===== src/rtl/cmdq_pkg.sv =====
package cmdq_pkg;
    localparam int CQ_ADDR_W         = 8;
    localparam int CQ_DATA_W         = 32;
    localparam int CQ_STAT_W         = 32;
    localparam int CQ_FREE_W         = 12;
    localparam int CQ_FB_BUSY_BIT    = 24;
    localparam int CQ_RAST_BUSY_BIT  = 25;
    localparam int CQ_RDERR_BIT      = 30;
    localparam int CQ_OVF_BIT        = 31;

    typedef struct packed {
        logic [CQ_ADDR_W-1:0] addr;
        logic [CQ_DATA_W-1:0] data;
    } cq_cmd_t;

    typedef struct packed {
        logic                 ovf;
        logic                 rderr;
        logic                 rast_busy;
        logic                 fb_busy;
        logic [CQ_FREE_W-1:0] free;
    } cq_stat_t;

    function automatic logic [CQ_STAT_W-1:0] cq_pack_status(cq_stat_t s);
        logic [CQ_STAT_W-1:0] w;
        w                   = '0;
        w[CQ_FREE_W-1:0]    = s.free;
        w[CQ_FB_BUSY_BIT]   = s.fb_busy;
        w[CQ_RAST_BUSY_BIT] = s.rast_busy;
        w[CQ_RDERR_BIT]     = s.rderr;
        w[CQ_OVF_BIT]       = s.ovf;
        return w;
    endfunction
endpackage


===== src/rtl/cmdq_store.sv =====
module cmdq_store
    import cmdq_pkg::*;
#(
    parameter int DEPTH = 16
) (
    input  logic                          clk,
    input  logic                          rst,
    input  logic                          push,
    input  cq_cmd_t                       push_item,
    input  logic                          pop,
    output cq_cmd_t                       head_item,
    output logic [$clog2(DEPTH+1)-1:0]    occupancy
);
    localparam int PTR_W = (DEPTH > 1) ? $clog2(DEPTH) : 1;
    localparam int CNT_W = $clog2(DEPTH+1);

    cq_cmd_t          slots [DEPTH];
    logic [PTR_W-1:0] wr_ptr;
    logic [PTR_W-1:0] rd_ptr;
    logic [CNT_W-1:0] count;

    function automatic logic [PTR_W-1:0] advance(logic [PTR_W-1:0] p);
        return (p == PTR_W'(DEPTH-1)) ? '0 : p + 1'b1;
    endfunction

    always_ff @(posedge clk) begin
        if (push) slots[wr_ptr] <= push_item;
    end

    always_ff @(posedge clk) begin
        if (rst) begin
            wr_ptr <= '0;
            rd_ptr <= '0;
            count  <= '0;
        end else begin
            if (push) wr_ptr <= advance(wr_ptr);
            if (pop)  rd_ptr <= advance(rd_ptr);
            case ({push, pop})
                2'b10:   count <= count + 1'b1;
                2'b01:   count <= count - 1'b1;
                default: count <= count;
            endcase
        end
    end

    assign head_item = slots[rd_ptr];
    assign occupancy = count;
endmodule


===== src/rtl/cmdq_errflags.sv =====
module cmdq_errflags (
    input  logic clk,
    input  logic rst,
    input  logic set_ovf,
    input  logic set_rderr,
    input  logic clr_ovf,
    input  logic clr_rderr,
    output logic ovf,
    output logic rderr
);
    always_ff @(posedge clk) begin
        if (rst) begin
            ovf   <= 1'b0;
            rderr <= 1'b0;
        end else begin
            ovf   <= set_ovf   | (ovf   & ~clr_ovf);
            rderr <= set_rderr | (rderr & ~clr_rderr);
        end
    end
endmodule


===== src/rtl/cmdq_frontend.sv =====
module cmdq_frontend
    import cmdq_pkg::*;
#(
    parameter int                   DEPTH       = 16,
    parameter logic [CQ_ADDR_W-1:0] STATUS_ADDR = 8'hFF
) (
    input  logic                 clk,
    input  logic                 rst,
    input  logic                 host_wr_en,
    input  logic [CQ_ADDR_W-1:0] host_wr_addr,
    input  logic [CQ_DATA_W-1:0] host_wr_data,
    input  logic                 host_rd_en,
    output logic [CQ_STAT_W-1:0] host_rd_data,
    input  logic                 rd_err_evt,
    input  logic                 eng_rast_busy,
    input  logic                 eng_fb_busy,
    output logic                 cmd_valid,
    input  logic                 cmd_ready,
    output logic [CQ_ADDR_W-1:0] cmd_addr,
    output logic [CQ_DATA_W-1:0] cmd_data
);
    localparam int CNT_W = $clog2(DEPTH+1);

    logic             wr_is_stat;
    logic             wr_is_cmd;
    logic             full;
    logic             push;
    logic             pop;
    logic             ovf_evt;
    logic [CNT_W-1:0] occupancy;
    cq_cmd_t          in_item;
    cq_cmd_t          head_item;
    logic             ovf_flag;
    logic             rderr_flag;
    cq_stat_t         stat;
    logic [CQ_STAT_W-1:0] status_word;

    assign wr_is_stat = host_wr_en && (host_wr_addr == STATUS_ADDR);
    assign wr_is_cmd  = host_wr_en && (host_wr_addr != STATUS_ADDR);
    assign full       = (occupancy == CNT_W'(DEPTH));
    assign push       = wr_is_cmd && !full;
    assign ovf_evt    = wr_is_cmd && full;
    assign pop        = cmd_valid && cmd_ready;
    assign in_item    = '{addr: host_wr_addr, data: host_wr_data};

    cmdq_store #(.DEPTH(DEPTH)) u_store (
        .clk       (clk),
        .rst       (rst),
        .push      (push),
        .push_item (in_item),
        .pop       (pop),
        .head_item (head_item),
        .occupancy (occupancy)
    );

    cmdq_errflags u_err (
        .clk       (clk),
        .rst       (rst),
        .set_ovf   (ovf_evt),
        .set_rderr (rd_err_evt),
        .clr_ovf   (wr_is_stat && host_wr_data[CQ_OVF_BIT]),
        .clr_rderr (wr_is_stat && host_wr_data[CQ_RDERR_BIT]),
        .ovf       (ovf_flag),
        .rderr     (rderr_flag)
    );

    assign cmd_valid = (occupancy != '0);
    assign cmd_addr  = head_item.addr;
    assign cmd_data  = head_item.data;

    always_comb begin
        stat.free      = CQ_FREE_W'(DEPTH) - CQ_FREE_W'(occupancy);
        stat.fb_busy   = eng_fb_busy;
        stat.rast_busy = cmd_valid || eng_rast_busy;
        stat.rderr     = rderr_flag;
        stat.ovf       = ovf_flag;
        status_word    = cq_pack_status(stat);
    end

    always_ff @(posedge clk) begin
        if (rst)             host_rd_data <= '0;
        else if (host_rd_en) host_rd_data <= status_word;
    end
endmodule


===== config.mk =====
export PLATFORM = sky130hd
export DESIGN_NAME = cmdq_frontend
export DESIGN_NICKNAME = d
export VERILOG_FILES = /design/src/rtl/cmdq_pkg.sv /design/src/rtl/cmdq_store.sv /design/src/rtl/cmdq_errflags.sv /design/src/rtl/cmdq_frontend.sv
export SDC_FILE = /design/constraint.sdc
export NUM_CORES = 1
export LEC_CHECK = 0
export ABC_AREA = 1
export BUFFER_PORTS_ARGS = -buffer_cell sky130_fd_sc_hd__buf_4
export CAP_MARGIN = 40
export CORE_UTILIZATION = 55
export CTS_BUF_LIST = sky130_fd_sc_hd__clkbuf_8
export DETAILED_ROUTE_END_ITERATION = 7
export PLACE_DENSITY = 0.72
export SLEW_MARGIN = 15
export SYNTH_ARGS = -nofsm -noshare
export SYNTH_HDL_FRONTEND = slang
export SYNTH_SLANG_ARGS = --single-unit

===== constraint.sdc =====
create_clock -name clk -period 5.88 [get_ports clk]
set_clock_uncertainty 0.2 [all_clocks]
set_input_delay 0.588 -clock clk [delete_from_list [all_inputs] [get_ports clk]]
set_output_delay 0.588 -clock clk [all_outputs]
set_load 0.05 [all_outputs]

==> impl_summary.log, run 1 <==
INFO  metric run_status = finished clean
INFO  metric worst_r2r_startpoint = u_store.occupancy[0]$_SDFFE_PP0P_
INFO  metric post_layout_cell_count = 3,144
INFO  metric leakagePower = 11.62 nW
INFO  metric antenna_found_initial = 0
INFO  metric cts.root.buffer_cell = sky130_fd_sc_hd__clkbuf_8
INFO  metric power.share.sequential = 42.2%
INFO  metric period_needed = 3872 ps
INFO  metric cts_repair_resize_count = 0
INFO  metric ys_seq_elements = 669
INFO  metric power.share.switching = 35.99%
INFO  metric globalplace.congestion = 0.8083
INFO  metric wire_length_of_the_first_global_routing_pass = 95,980 um
INFO  metric post_drt_wl_per_cell = 20.16 um
INFO  metric vias = 17.51k
INFO  metric post_detailed_route_drc_marker_count = 0
INFO  metric dieHeight = 227.6 um
INFO  metric core_area = 50,170 um^2
INFO  metric synthCells = 2,257
INFO  metric timing.final.hold_violations = 0
INFO  metric timing.reg2reg.worst_path_depth = 9
INFO  metric tritoncts.num_buffers = 103
INFO  metric cts.reportedPaths.clkPinSlew = 50 ps
INFO  metric ys_seq_area_share = 70.74%
INFO  metric cp.arrival = 3080 ps
INFO  metric synth_top_area_share = 68.67%
INFO  metric die-area = 51,790 um^2
INFO  metric critical_path.endpoint_type = output pin
INFO  metric power_density = 414.0 nW/um^2
INFO  metric io_buffers = 104
INFO  metric floorplan.initialDensity = 55.78%
INFO  metric grt_pass1_vias = 16.95k
INFO  metric synth_area_per_cell = 12.40 um^2
INFO  metric cts_max_level = 3
INFO  metric ir_worst_vdd = 294.9 uV
INFO  metric first_iter_violations = 1,767
INFO  metric hold_path_depth = 3
INFO  metric ant_nets = 0
INFO  metric area_growth_syn_to_layout = 13.14%
INFO  metric combinationalPowerShare = 31.1%
INFO  metric slew_violations = 0
INFO  metric hpwl = 36,870 um
INFO  metric fin_tns_setup = 0 ps
INFO  metric timing.max_cap.violations = 0
INFO  metric placed_cells_incl_taps = 2,930
INFO  metric setup_viol = 0
INFO  metric cp_max_fo = 55
INFO  metric worst_case_register_to_register_setup_slack = 2170 ps
INFO  metric internal-power = 8.392 mW
INFO  metric timing.fmax = 0.2583 GHz
INFO  metric worstHoldPathType = in -> reg
INFO  metric net-switching-power = 4.719 mW
INFO  metric global_route.overflow_total = 0
INFO  metric cts_sinks = 669
INFO  metric number_of_buffers_on_the_longest_clock_path = 3
INFO  metric placementRows = 82
INFO  metric r2r_endpoint = u_store.slots[8][32]$_DFFE_PP_
INFO  metric final_min_period_over_clock_period = 65.85%
INFO  metric synth_area_leader_cell = sky130_fd_sc_hd__edfxtp_1
INFO  metric timing.max_slew.rel_slack = 42.74%
INFO  metric clock_power_share = 26.7%
INFO  metric synth.top_cells.by_area = sky130_fd_sc_hd__edfxtp_1 69%, sky130_fd_sc_hd__inv_1 4.7%, sky130_fd_sc_hd__nand3_1 4.5%
INFO  metric synth.cell_area = 27,990 um^2
INFO  metric yosys_warning_count = 0
INFO  metric post_synth_num_cell_types = 23
INFO  metric viasPerCell = 5.569
INFO  metric final_net_count = 2,453
INFO  metric drtPass1Iterations = 5
INFO  metric drive_gt1_share = 15.05%
INFO  metric grt_setup_unrepaired = no
INFO  metric grt_max_degree = 137
INFO  metric max_slew.worst_pin.slew = 856.9 ps
INFO  metric min_delay_worst_endpoint = u_err.ovf$_SDFF_PP0_
INFO  metric worst_ep_required_time = 5090 ps
INFO  metric setup.worst_path.class = reg -> out
INFO  metric num_antenna_cells = 0
INFO  metric hold_path_start = host_wr_en
INFO  metric global_route.usage.total = 24.88%
INFO  metric clock_latency = 670 ps
INFO  metric floorplan.io_pins = 121
INFO  metric drt_wl_total = 63,390 um
INFO  metric nFillCells = 3,692
INFO  metric cts_tree = done
INFO  metric critical_path.startpoint_type = flop
INFO  metric die_width = 227.6 um
-- registers in the layout, summed over array words and instances (netlist names), named ones only --
| signal | count |
|---|---|
| u_store.occupancy | 5 |
| u_store.slots | 640 |
| u_store.wr_ptr | 4 |
| host_rd_data | 10 |
| u_err.ovf | 1 |
| u_store.rd_ptr | 4 |
| u_err.rderr | 1 |
-- cells by family after synthesis --
group	Yosys count	synth area share [%]
xor+xnor	7	0.2191
flops	669	70.74
simple gates	545	8.472
buf+inv	511	8.016
other cells	1	0.01340
compound gates	513	12.04
fa+ha+maj	11	0.4918
-- cells in the mapped netlist, drive strengths merged --
cell and number:
edfxtp 640, inv 350, nand3 252, nand2 248, o21ai 177, a21oi 175, o211ai 161, buf 107
clkbuf 54, nor2 41, dfxtp 29, ha 11, xor2 4, xnor2 3, nand4 2, conb 1
nand3b 1, nor3 1
-- power groups by stage --
stage	registers (mW)	logic, mW	clock network [mW]
2_1_floorplan	5.56	3.07	0
3_3_place_gp	5.67	3.91	0
3_5_place_dp	5.63	4.05	0
4_1_cts	5.53	4.08	3.56
5_1_grt	5.55	4.42	3.76
6_report	5.53	4.07	3.51
-- final cells by class --
class                      instances  area [um^2]  area share (%)
sequential                       669        19810           62.57
multi-input combinational       1092         6121           19.33
timing repair buffer             178         1729           5.461
clock buffer                     107         1473           4.651
inverter                         350         1315           4.153
tap                              672        840.8           2.655
clock inverter                    76        375.4           1.185
-- worst max path at each step --
stage	from	to	slack (ps)	cells past startpoint
floorplan	u_store.occupancy[0]$_SDFFE_PP0P_	u_store.slots[0][0]$_DFFE_PP_	2060	8
global placement	host_wr_addr[7]	u_store.slots[14][36]$_DFFE_PP_	1990	9
detailed placement	host_wr_addr[7]	u_store.slots[9][29]$_DFFE_PP_	1980	9
CTS	flop	cmd_data[25]	1980	8
global route	flop	cmd_data[31]	1840	8
finish	flop	cmd_data[25]	2010	8
-- per-layer routing --
metal  wire, um  up-vias  GRT usage (%)
li1           -     8204              -
met1      26610     8498          34.24
met2      30440      709          39.89
met3       5090       99          4.763
met4       1237        0          8.508
met5          0        -              0
-- stage by stage --
stage | setup WS, ps | utilization [%] | total power, mW | area (um^2) | hold slack, ps
after floorplan | 2062 | - | 8.633 | 28040 | 239.3
after global placement | 1989 | 58.28 | 9.578 | 29240 | 251.9
after detailed placement | 1984 | 58.76 | 9.673 | 29480 | 269.4
after CTS | 1980 | 63.02 | 13.17 | 31620 | 2.335
after global routing | 1836 | 63.12 | 13.73 | 31670 | 18.36
final | 2008 | 63.12 | 13.11 | 31670 | 47.34
-- cell usage in the layout (no fill, tap or decap), types with 3 or more instances in the layout --
cell type,n
sky130_fd_sc_hd__o211ai_1,81
sky130_fd_sc_hd__a21oi_1,175
sky130_fd_sc_hd__buf_16,6
sky130_fd_sc_hd__inv_1,381
sky130_fd_sc_hd__nor2_1,25
sky130_fd_sc_hd__dfxtp_4,3
sky130_fd_sc_hd__nand2_1,248
sky130_fd_sc_hd__dfxtp_1,25
sky130_fd_sc_hd__xnor2_1,3
sky130_fd_sc_hd__conb_1,16
sky130_fd_sc_hd__clkbuf_8,107
sky130_fd_sc_hd__nand3_1,252
sky130_fd_sc_hd__xor2_1,4
sky130_fd_sc_hd__buf_4,127
sky130_fd_sc_hd__nor2_4,16
sky130_fd_sc_hd__o211ai_2,80
sky130_fd_sc_hd__o21ai_0,177
sky130_fd_sc_hd__edfxtp_1,640
sky130_fd_sc_hd__ha_1,11
sky130_fd_sc_hd__dlygate4sd3_1,29
sky130_fd_sc_hd__clkinv_2,8
sky130_fd_sc_hd__clkinv_1,29
sky130_fd_sc_hd__buf_12,16
-- worst max-delay path: stages (launching register included) --
cell and delay, ps:
sky130_fd_sc_hd__dfxtp_4 710, sky130_fd_sc_hd__buf_16 320, sky130_fd_sc_hd__buf_12 330, sky130_fd_sc_hd__buf_12 280, sky130_fd_sc_hd__o211ai_1 130, sky130_fd_sc_hd__nand3_1 160, sky130_fd_sc_hd__nand3_1 80, sky130_fd_sc_hd__nand2_1 140
sky130_fd_sc_hd__buf_4 210
-- what timing repair did --
item | in CTS | in global routing
hold buffers | 29 | 0
endpoints found under the hold margin | 249 | 0
buffers inserted | 0 | 0
setup endpoints to repair | 0 | 0
(Power assumes the default switching activity.)
==> inputs of run 2 (changes only) <==
ABC_AREA = 0   (was 1)
PLACE_DENSITY = 0.73   (was 0.72)
clock period = 3.6 ns   (was 5.88 ns; I/O delays follow)
==> run 2 against run 1 <==
Effect of this change: design area down 6.0%; synthesized cell count down 48%; via count shrank 29%; first-iteration DRC count shrank 40%; register-to-register slack got worse by 1900 ps; clock power is 59% higher.
==> impl_summary.log, run 2 <==
INFO  metric synth_mux_area_share = 14.55%
INFO  metric final_min_period_over_clock_period = 92.56%
INFO  metric grt_max_degree = 48
INFO  metric period_needed = 3332 ps
INFO  metric timing.final.hold_violations = 0
INFO  metric cts_repair_resize_count = 0
INFO  metric first_iter_violations = 1,052
INFO  metric ant_nets = 0
INFO  metric worst_ep_required_time = 3040 ps
INFO  metric clock_latency = 660 ps
INFO  metric hpwl = 29,260 um
INFO  metric synth-compound-area-share = 3.078%
INFO  metric viasPerCell = 5.920
INFO  metric max_slew.worst_pin.slew = 709.7 ps
INFO  metric synth_ff_type = sky130_fd_sc_hd__edfxtp_1
INFO  metric largest_register_ffs = 640
INFO  metric top_usage_layer = met2
INFO  metric cts_max_level = 3
INFO  metric num_antenna_cells = 0
INFO  metric setup_viol = 0
INFO  metric finish.utilization = 65.19%
INFO  metric hold_path_depth = 5
INFO  metric final_common_cell = sky130_fd_sc_hd__edfxtp_1
INFO  metric slew_violations = 0
INFO  metric floorplan.io_pins = 121
INFO  metric synth.top_cells.by_area = sky130_fd_sc_hd__edfxtp_1 75%, sky130_fd_sc_hd__mux4_2 14%, sky130_fd_sc_hd__a22oi_1 2.3%
INFO  metric post_detailed_route_drc_marker_count = 0
INFO  metric global_route.usage.total = 22.49%
INFO  metric io_buffers = 104
INFO  metric area_growth_syn_to_layout = 16.29%
INFO  metric timing.fmax = 0.3001 GHz
INFO  metric synthMostInstantiatedCell = sky130_fd_sc_hd__edfxtp_1
INFO  metric gr-usage-met2 = 36.91%
INFO  metric synth_area_leader_cell = sky130_fd_sc_hd__edfxtp_1
INFO  metric placed_cells_incl_taps = 1,863
INFO  metric gr-usage-met1 = 30.87%
INFO  metric setup.worst_path.class = reg -> out
INFO  metric cp_max_fo = 20
INFO  metric timing.reg2reg.worst_path_depth = 13
INFO  metric cts.root.buffer_cell = sky130_fd_sc_hd__clkbuf_8
INFO  metric async_reset_ff_share = 0%
INFO  metric critical_path.endpoint_type = output pin
INFO  metric grt_pass1_vias = 13.23k
INFO  metric final_net_count = 1,486
INFO  metric cts_sinks = 669
INFO  metric vias = 12.48k
INFO  metric die_width = 217.8 um
INFO  metric ys_seq_elements = 669
INFO  metric synthesized_area_fraction_occupied_by_adder_cells = 0.5375%
INFO  metric die-area = 47,420 um^2
INFO  metric ir_worst_vdd = 475.2 uV
INFO  metric leakagePower = 9.804 nW
INFO  metric grt_setup_unrepaired = no
INFO  metric synth_area_per_cell = 21.68 um^2
INFO  metric register_bank_with_the_most_flops = u_store.slots
INFO  metric post_synth_num_cell_types = 43
INFO  metric drtPass1Iterations = 5
INFO  metric tritoncts.num_buffers = 102
INFO  metric drive_gt1_share = 30.64%
INFO  metric fin_hold_ws = 160.9 ps
INFO  metric fin_tns_setup = 0 ps
INFO  metric post_drt_wl_per_cell = 24.44 um
INFO  metric dieHeight = 217.8 um
INFO  metric cp.arrival = 2770 ps
INFO  metric worstHoldPathType = in -> reg
INFO  metric nFillCells = 2,965
INFO  metric grt_util_met3 = 4.128%
INFO  metric core_area = 45,670 um^2
INFO  metric synthCells = 1,181
INFO  metric power_density = 660.5 nW/um^2
INFO  metric timing.max_slew.rel_slack = 52.58%
INFO  metric cts.reportedPaths.clkPinSlew = 60 ps
INFO  metric drt_wl_total = 51,530 um
INFO  metric synth.cell_area = 25,610 um^2
INFO  metric synth.cells.most_frequent = 640 x sky130_fd_sc_hd__edfxtp_1, 160 x sky130_fd_sc_hd__mux4_2, 80 x sky130_fd_sc_hd__a22oi_1
INFO  metric yosys_warning_count = 0
INFO  metric wire_length_of_the_first_global_routing_pass = 78,240 um
INFO  metric run_status = finished clean
INFO  metric synth-edff-count = 640
INFO  metric dominant_combinational_cell_family_by_area_after_synthesis = multiplexers
INFO  metric post_layout_cell_count = 2,108
INFO  metric floorplan.initialDensity = 56.06%
INFO  metric placementRows = 78
INFO  metric synth_top_area_share = 75.05%
INFO  metric globalplace.congestion = 0.7883
INFO  metric ys_seq_area_share = 77.32%
INFO  metric synth_xor_xnor_area_share = 0.2736%
INFO  metric antenna_found_initial = 0
INFO  metric timing.max_cap.violations = 0
INFO  metric number_of_buffers_on_the_longest_clock_path = 3
INFO  metric simple_gate_share_of_the_synthesized_area = 2.160%
INFO  metric global_route.overflow_total = 0
INFO  metric commonest_non_fill_non_tap_cells_in_the_layout = 640 x sky130_fd_sc_hd__edfxtp_1, 160 x sky130_fd_sc_hd__mux4_2, 134 x sky130_fd_sc_hd__buf_4
INFO  metric critical_path.startpoint_type = flop
INFO  metric cts_tree = done
-- run 2: path summary, 6_finish.rpt --
path         slack (ps)                               from                                 to
max                 270                               flop                       cmd_data[27]
min                 160                          cmd_ready                               flop
max reg2reg         290  u_store.occupancy[1]$_SDFFE_PP0P_  u_store.occupancy[4]$_SDFFE_PP0P_
min reg2reg         300       host_rd_data[3]$_SDFFE_PP0P_       host_rd_data[3]$_SDFFE_PP0P_
-- run 2: metrics by stage --
step           total power, mW  setup WS (ps)  cell area [um^2]
2_1_floorplan            12.84          182.8             25660
3_3_place_gp             14.16          376.8             27360
3_5_place_dp             14.20          311.7             27360
4_1_cts                  19.81          50.08             29730
5_1_grt                  20.47          22.45             29780
6_report                 19.67          267.7             29780
-- run 2: logic make-up after synthesis --
| family | Yosys count |
|---|---|
| DFF | 669 |
| muxes | 172 |
| and+or+nand+nor | 119 |
| AOI/OAI and AO/OA | 109 |
| buffers and inverters | 92 |
| adders and majority gates | 11 |
| xor gates and xnor gates | 8 |
| other | 1 |
-- run 2: report_power, final --
group / switching (mW) / internal (mW) / leakage [nW]
logic: 2.91 / 2.12 / 2.74
clock network: 2.79 / 2.79 / 1.04
registers: 0.188 / 8.86 / 6.02
-- run 2: cell type report --
type	count	area (um^2)	area share, %
flip-flops and latches	669	19810	66.52
clock buffers	106	1459	4.900
repair buffers	211	1997	6.706
inverters	8	30.03	0.1008
multi-input cells	435	5379	18.06
well taps	600	750.7	2.521
clock inverters	79	354.1	1.189
-- run 2: timing repair --
item,4_1_cts,5_1_grt
endpoints found under the hold margin,668,0
buffers inserted,0,5
hold buffers,55,0
endpoints found under the setup margin,0,10
-- run 2: worst max-delay path, cell delays in order (launching register included) --
cell and delay, ps:
sky130_fd_sc_hd__dfxtp_1 470, sky130_fd_sc_hd__nor2b_4 460, sky130_fd_sc_hd__buf_4 420, sky130_fd_sc_hd__buf_4 270
sky130_fd_sc_hd__a22oi_1 160, sky130_fd_sc_hd__nand2_1 130, sky130_fd_sc_hd__buf_4 210
-- run 2: metal layers --
layer  part of all wire (%)  up-vias
met5                      0        -
met4                    1.9        0
met3                    6.5       72
met2                     50      459
met1                     41     6535
li1                       -     5413
